File: src/rtl/pig_pkg.sv
package pig_pkg;
    localparam int CNT_W     = 16;
    localparam int CODE_W    = 4;
    localparam int FLAG_W    = 8;
    localparam logic [FLAG_W-1:0] FLAG_MASK = 8'hC0;
    localparam int REMAP_MAX = 2;
    localparam int REMAP_ADD = 7;

    typedef struct packed {
        logic [CODE_W-1:0] rate;
        logic              en;
        logic              pulse;
    } evt_state_t;
endpackage

File: src/rtl/pig_rate_dec.sv
module pig_rate_dec #(
    parameter int CNT_W     = 16,
    parameter int CODE_W    = 4,
    parameter int REMAP_MAX = 2,
    parameter int REMAP_ADD = 7
) (
    input  logic [CODE_W-1:0] code_i,
    output logic              active_o,
    output logic [CNT_W-1:0]  mask_o
);
    localparam int SH_W = CODE_W + 1;

    logic [SH_W-1:0] eff_code;
    logic [SH_W-1:0] shift_w;

    always_comb begin
        active_o = (code_i != '0);
        if (!active_o) begin
            eff_code = '0;
        end else if (code_i <= CODE_W'(REMAP_MAX)) begin
            eff_code = SH_W'(code_i) + SH_W'(REMAP_ADD);
        end else begin
            eff_code = SH_W'(code_i);
        end
        shift_w = active_o ? (eff_code - SH_W'(1)) : '0;
    end

    // Low 'shift_w' bits of the mask select the period - 1 boundary bits.
    for (genvar gi = 0; gi < CNT_W; gi++) begin : g_mask
        assign mask_o[gi] = active_o && (SH_W'(gi) < shift_w);
    end
endmodule

File: src/rtl/pig_tick_cnt.sv
module pig_tick_cnt #(
    parameter int CNT_W = 16
) (
    input  logic             clk,
    input  logic             rst,
    input  logic             tick_i,
    output logic [CNT_W-1:0] cnt_o,
    output logic [CNT_W-1:0] cnt_inc_o
);
    typedef struct packed {
        logic [CNT_W-1:0] cnt;
    } cnt_state_t;

    cnt_state_t st_d, st_q;

    always_comb begin
        st_d      = st_q;
        cnt_inc_o = st_q.cnt + CNT_W'(1);
        if (tick_i) begin
            st_d.cnt = cnt_inc_o;
        end
    end

    always_ff @(posedge clk) begin
        if (rst) begin
            st_q <= '0;
        end else begin
            st_q <= st_d;
        end
    end

    assign cnt_o = st_q.cnt;
endmodule

File: src/rtl/pig_periodic.sv
module pig_periodic
    import pig_pkg::*;
(
    input  logic              clk,
    input  logic              rst,
    input  logic              tick_i,
    input  logic [CODE_W-1:0] rate_code_i,
    input  logic              enable_i,
    output logic              event_o,
    output logic [FLAG_W-1:0] flag_set_o
);
    evt_state_t st_d, st_q;

    logic [CNT_W-1:0] cnt_q;
    logic [CNT_W-1:0] cnt_inc;
    logic [CNT_W-1:0] per_mask;
    logic             rate_active;
    logic             cfg_change;
    logic             on_boundary;

    pig_tick_cnt #(.CNT_W(CNT_W)) u_cnt (
        .clk       (clk),
        .rst       (rst),
        .tick_i    (tick_i),
        .cnt_o     (cnt_q),
        .cnt_inc_o (cnt_inc)
    );

    pig_rate_dec #(
        .CNT_W     (CNT_W),
        .CODE_W    (CODE_W),
        .REMAP_MAX (REMAP_MAX),
        .REMAP_ADD (REMAP_ADD)
    ) u_dec (
        .code_i   (st_q.rate),
        .active_o (rate_active),
        .mask_o   (per_mask)
    );

    always_comb begin
        st_d        = st_q;
        cfg_change  = (rate_code_i != st_q.rate) || (enable_i != st_q.en);
        on_boundary = ((cnt_inc & per_mask) == '0);
        st_d.rate   = rate_code_i;
        st_d.en     = enable_i;
        st_d.pulse  = tick_i && st_q.en && rate_active && !cfg_change && on_boundary;
    end

    always_ff @(posedge clk) begin
        if (rst) begin
            st_q <= '0;
        end else begin
            st_q <= st_d;
        end
    end

    assign event_o    = st_q.pulse;
    assign flag_set_o = st_q.pulse ? FLAG_MASK : '0;
endmodule

File: config.mk
export PLATFORM = sky130hd
export DESIGN_NAME = pig_periodic
export DESIGN_NICKNAME = d
export VERILOG_FILES = /design/src/rtl/pig_pkg.sv /design/src/rtl/pig_rate_dec.sv /design/src/rtl/pig_tick_cnt.sv /design/src/rtl/pig_periodic.sv
export SDC_FILE = /design/constraint.sdc
export NUM_CORES = 1
export LEC_CHECK = 0
export ABC_CLOCK_PERIOD_IN_PS = 2600
export BUFFER_PORTS_ARGS = -buffer_cell sky130_fd_sc_hd__buf_2
export CAP_MARGIN = 25
export CORE_ASPECT_RATIO = 1.75
export CORE_MARGIN = 5
export CORE_UTILIZATION = 53
export DETAILED_ROUTE_END_ITERATION = 8
export GPL_ROUTABILITY_DRIVEN = 0
export HOLD_SLACK_MARGIN = 0.05
export PLACE_DENSITY = 0.78
export SETUP_SLACK_MARGIN = 0.2
export SKIP_LAST_GASP = 1
export SYNTH_ARGS = -nofsm -noshare
export SYNTH_HDL_FRONTEND = slang
export SYNTH_HIERARCHICAL = 1
export SYNTH_SLANG_ARGS = --single-unit
File: constraint.sdc
create_clock -name clk -period 2.6 [get_ports clk]
set_input_delay 0.39 -clock clk [delete_from_list [all_inputs] [get_ports clk]]
set_output_delay 0.39 -clock clk [all_outputs]
set_load 0.05 [all_outputs]
# == Word-level counts from Yosys, hierarchy flattened ==
# Index checks and enable logic that the tools add are counted.
# op_classes
reduce_logical,24
mux,4
n_addsub,3
eq_ne,2
bitwise,1
magnitude_cmp,17
# ops
operator,n
$lt 4x5->1 const A,8
$logic_and 1x1->1,20
$lt 3x5->1 const A,4
$add 16x1->16 const B,1
$and 16x16->16,1
$logic_not 16->1,1
$mux 5,3
$lt 1x5->1 const A,2
$lt 2x5->1 const A,2
$mux 8,1
$add 4x3->5 const B,1
$sub 5x1->5 const B,1
$le 4x2->1 const B,1
$ne 4x4->1,1
$reduce_bool 4->1,1
$logic_not 1->1,1
$logic_or 1x1->1,1
$ne 1x1->1,1
# totals
word_cells,55
ff_bits,22
input_bits,8
output_inout_bits,9

# == Logic depth before layout (Yosys ltp) ==
# depth
ltp_word,10
ltp_mapped,15
mapped_depth_nobuf,14

# == By module ==
# Netlist, hierarchy kept.
# modules_own_cells
module,cells_per_inst,n_inst,area_each_um2
pig_tick_cnt,116,1,972.2
pig_rate_dec,66,1,444.2
pig_periodic,38,1,360.3

# == Least setup slack after synthesis ==
# OpenSTA, ideal clock, no wires.
# synth_path
kind,reg-to-reg
start,reg st_q[2] (netlist name)
end,reg st_q (netlist bit event_o)
setup_slack_ns,-0.180
path_stages_with_launch,15
arrival_ns,2.707
setup_ns,0.073
required_ns,2.527
n_path_buf,2
period_less_slack_ns,2.780
cell_sequence,dfxtp_1 -> inv_1 -> ha_1 -> buf_2 -> o31a_1 -> and2_1 -> ha_1 -> nor2b_1 -> a21boi_0 -> o21bai_2 -> buf_6 -> nand2_1 -> a222oi_1 -> nand3_1 -> nor3_2
# synth_via
elab_chain_len,10
elab_cells_between_ends,47
classes_between,2 x add/sub; 17 x order compare; 1 x eq/ne; 3 x mux; 1 x bitwise; 23 x reduce/logical
# synth_rtl
element,line,rtl
"start, declared",pig_periodic.sv:12,"evt_state_t st_d, st_q;"
"start signal, assigned",pig_periodic.sv:53,st_q <= st_d;
$add 4x3->5 / $le 4x2->1 (equally long branches),"pig_rate_dec.sv:21, pig_rate_dec.sv:20",
$mux 5,pig_rate_dec.sv:20,end else if (code_i <= CODE_W'(REMAP_MAX)) begin
$mux 5,pig_rate_dec.sv:18,if (!active_o) begin
$sub 5x1->5,pig_rate_dec.sv:25,shift_w = active_o ? (eff_code - SH_W'(1)) : '0;
$mux 5,pig_rate_dec.sv:25,
$lt 3x5->1,pig_rate_dec.sv:30,assign mask_o[gi] = active_o && (SH_W'(gi) < shift_w);
$logic_and 1x1->1 *,pig_rate_dec.sv:30,
via per_mask[6],pig_periodic.sv:16,logic [CNT_W-1:0] per_mask;
$and 16x16->16 *,pig_periodic.sv:43,on_boundary = ((cnt_inc & per_mask) == '0);
$logic_not 16->1 *,pig_periodic.sv:43,
$logic_and 1x1->1 *,pig_periodic.sv:46,st_d.pulse = tick_i && st_q.en && rate_active && !cfg_change && on_boundary;
# Mark *: on every way through the listed nets, which the timed path passes. The rest lies on a longest branch.
# A chain may end at the register's enable or synchronous reset.

# == Worst setup path in the final report ==
# layout_path
start,reg st_q[2] (netlist name)
end,reg st_q (netlist bit event_o)
# layout_via
elab_chain_len,10
elab_cells_between_ends,47
classes_between,2 x add/sub; 17 x order compare; 1 x eq/ne; 3 x mux; 1 x bitwise; 23 x reduce/logical
# layout_rtl
element,line
$add 4x3->5 / $le 4x2->1 (equally long branches),"pig_rate_dec.sv:21, pig_rate_dec.sv:20"
$mux 5,pig_rate_dec.sv:20
$mux 5,pig_rate_dec.sv:18
$sub 5x1->5,pig_rate_dec.sv:25
$mux 5,pig_rate_dec.sv:25
$lt 4x5->1,pig_rate_dec.sv:30
$logic_and 1x1->1 *,pig_rate_dec.sv:30
via per_mask[14],pig_periodic.sv:16
$and 16x16->16 *,pig_periodic.sv:43
$logic_not 16->1 *,pig_periodic.sv:43
$logic_and 1x1->1 *,pig_periodic.sv:46
# Marks and branches as above.

==> impl_metrics.py <==
metrics = {
    "run_status": {
        "violations": "negative setup slack",
        "outcome": "complete, but fails checks",
    },
    "floorplan": {
        "ioPinCount": 17,
        "dieWidth_um": 53.8,
        "core_area_um2": 3210,
        "start_util": 0.554,
        "die_area_um2": 4660,
        "rows": 27,
        "fp.dieH_um": 86.6,
    },
    "detailed_routing": {
        "route.final.wire_length_um": 4190,
        "vias": 1591,
        "final_antenna_net_count": 0,
        "dr.pass1.iters": 4,
        "vias_per_cell": 5.72,
        "wl_per_cell_um": 15.1,
        "drtIter0Drc": 67,
        "drc": 0,
    },
    "finish": {
        "seq_area_um2": 448,
        "area_growth_pct": 15.1,
        "utilization": 0.637,
        "layout_commonest_cell": "dfxtp_1",
        "fillers": 281,
        "drive_gt1_frac": 0.264,
        "final_nets": 248,
        "n_antenna_cell": 0,
        "final_cell_mix": "dfxtp_1, nand2_1, xor2_1",
        "multi_input_area_um2": 1300,
    },
    "grt": {
        "grt_pass1_vias": 1532,
        "grt.total_usage": 0.189,
        "antenna_found_initial": 0,
        "grt-ovfl-total": 0,
        "grt_max_degree": 22,
        "grt_pass1_wl_um": 6680,
    },
    "power": {
        "p_seq_frac": 0.403,
        "finalPower_uw": 879,
        "p_int_uw": 589,
        "ir_worst_vdd_uv": 315,
        "pwr-share-comb": 0.358,
        "switching_share": 0.330,
        "leakage_nw": 0.847,
        "power.share.clock": 0.238,
        "power_switching_uw": 290,
        "power_density_nw_per_um2": 430,
    },
    "hold_path": {
        "hold_start": "rate_code_i[1]",
        "hold_class": "input pin to flip-flop",
        "hold_depth": 2,
        "hold_end": "st_q[3]$_SDFF_PP0_",
    },
    "worst_setup_path": {
        "crit_family": "simple AND/OR/NAND/NOR gates",
        "crit_path_frequent_cell": "ha_4",
        "path_cells": "inv_4 > ha_4 > nand2b_4 > o31a_1 > and2_4 > ha_4 > buf_4 > or3_4 > or2_1 > a21oi_2 > a22oi_1 > nand4_1 > nor3_2",
        "reg2reg_slack_ns": -0.05,
        "reg2reg_from": "st_q[2]$_SDFF_PP0_",
        "timing.rr.end": "event_o$_SDFF_PP0_",
        "cpPeakStageDelay_ns": 0.39,
        "critical_path_required_ns": 2.75,
        "crit_path_end_kind": "flip-flop",
        "cp.arrival_ns": 2.80,
        "path_buf_inv": 2,
        "cp-start-kind": "flip-flop",
        "worstPathMaxFanout": 3,
        "reg2reg_depth": 13,
        "crit_type": "flip-flop to flip-flop",
        "slowest_stage": "or3_4",
    },
    "yosys": {
        "yosysSeqAreaShare": 0.248,
        "synthDistinctLibCells": 51,
        "synth-seq-cells": 22,
        "avgSynthCellArea_um2": 8.08,
        "synth_warnings": 6,
        "synth_edf_count": 0,
        "synthArstFlopShare": 0,
        "netlist_instances": 220,
        "synthFlopType": "dfxtp_1",
        "syn_area_um2": 1780,
    },
    "timing": {
        "finalWorstSetupSlack_ns": -0.0461,
        "fin_setup_tns_ns": -0.0461,
        "clock_skew_ns": 0.00452,
        "fin_crit_sh": 1.02,
        "finalSetupViolations": 1,
        "period_minus_slack_ns": 2.65,
        "hold_viol": 0,
        "rsz0062_at_grt": "true",
        "fmax_ghz": 0.378,
        "final_max_slew_viol_count": 0,
    },
    "clock_network": {
        "clkTransAtPathRegs_ns": 0.08,
        "numCtsBuffers": 3,
        "clock_sinks": 22,
        "cts_tree": "done",
        "clockRootBuffer": "clkbuf_8",
        "postCtsHoldBufs": 0,
        "clk_latency_ns": 0.26,
        "h-tree-depth": 1,
        "clockBufferDepth": 2,
    },
    "placed_design": {
        "place_hpwl_um": 2950,
        "portBuffers": 10,
    },
    "flow_run": {
        "drv_cap": 0,
    },
}
[state kept, by name, indices dropped and copies added (netlist names)]
name	flops
event_o	1
st_q	5
u_cnt/cnt_o	16
[cell usage after synthesis (all sizes together) (4+ instances only)]
| cell | n | area (um2) |
|---|---|---|
| nand2 | 18 | 67.6 |
| a22oi | 5 | 37.5 |
| nor2b | 6 | 37.5 |
| clkbuf | 5 | 21.3 |
| xor2 | 18 | 158 |
| nand2b | 4 | 25.0 |
| nand4 | 11 | 98.8 |
| and3 | 5 | 31.3 |
| xnor2 | 14 | 123 |
| dfxtp | 22 | 440 |
| a21oi | 13 | 80.1 |
| o21ai | 10 | 50.0 |
| ha | 4 | 50.1 |
| or3 | 6 | 42.5 |
| buf | 17 | 130 |
| inv | 5 | 18.8 |
| nor2 | 18 | 70.1 |
| nand3 | 11 | 55.1 |
[worst register-to-register path, delay by kind of cell, from the launching register on]
kind / cells / cell delay (ns)
compound gates: 3 / 0.52
simple gates: 6 / 1.10
buf+inv: 2 / 0.18
flops: 1 / 0.36
fa+ha+maj: 2 / 0.38
[power by group through the flow]
stage | registers (mW) | clock network, mW | logic [mW]
final | 0.355 | 0.209 | 0.315
after global routing | 0.356 | 0.238 | 0.340
after CTS | 0.354 | 0.223 | 0.268
after detailed placement | 0.362 | 0 | 0.252
after global placement | 0.362 | 0 | 0.250
after floorplan | 0.361 | 0 | 0.209
[metal layers]
| layer | routed length (um) | share of wire | vias to the layer above | global-route usage |
|---|---|---|---|---|
| met3 | 172 | 0.041 | 20 | 0.0258 |
| met4 | 229 | 0.055 | 0 | 0.133 |
| met1 | 1550 | 0.37 | 731 | 0.194 |
| li1 | - | - | 784 | - |
| met2 | 2230 | 0.53 | 56 | 0.332 |
| met5 | 0 | 0 | - | 0 |
[kinds of logic (layout without fill, tap and decap cells)]
logic type / Yosys count / in the layout / share of synthesized area
compound gates: 42 / 43 / 0.166
buf+inv: 27 / 36 / 0.0958
simple gates: 90 / 90 / 0.290
flops: 22 / 22 / 0.248
mux: 2 / 2 / 0.0120
other cells: 1 / 6 / 0.00211
xor+xnor: 32 / 32 / 0.158
fa+ha+maj: 4 / 4 / 0.0282
[what timing repair did]
item,CTS,global route
pin swaps,8,8
cloned,0,1
buffers inserted,4,4
gates resized for setup,3,7
endpoints found under the setup margin,1,1
[final cells by class]
| type | count | share of cell area |
|---|---|---|
| clock inverter | 1 | 0.00183 |
| multi-input combinational | 177 | 0.635 |
| sequential | 22 | 0.219 |
| clock buffer | 3 | 0.0202 |
| timing repair buffer | 27 | 0.0869 |
| inverter | 5 | 0.0104 |
| tap | 43 | 0.0263 |
[worst max path at each step]
stage | to | depth (start not counted) | start | slack (ns)
global placement | event_o$_SDFF_PP0_ | 14 | st_q[2]$_SDFF_PP0_ | -0.08
CTS | event_o$_SDFF_PP0_ | 14 | st_q[2]$_SDFF_PP0_ | -0.08
floorplan | event_o$_SDFF_PP0_ | 14 | st_q[2]$_SDFF_PP0_ | 0.11
finish | event_o$_SDFF_PP0_ | 13 | st_q[2]$_SDFF_PP0_ | -0.05
detailed placement | event_o$_SDFF_PP0_ | 13 | st_q[3]$_SDFF_PP0_ | -0.12
global route | event_o$_SDFF_PP0_ | 14 | st_q[2]$_SDFF_PP0_ | -0.16
[metrics by stage]
stage	cell area, um2	hold WS (ns)	instances	worst slack (ns)
6_report	2050	0.363	278	-0.0461
5_1_grt	2050	0.361	278	-0.164
4_1_cts	1960	0.359	273	-0.0764
3_5_place_dp	1880	0.502	265	-0.123
3_3_place_gp	1880	0.491	265	-0.0841
2_1_floorplan	1860	0.452	225	0.111
Note: power is estimated with default switching activity, not from simulation.
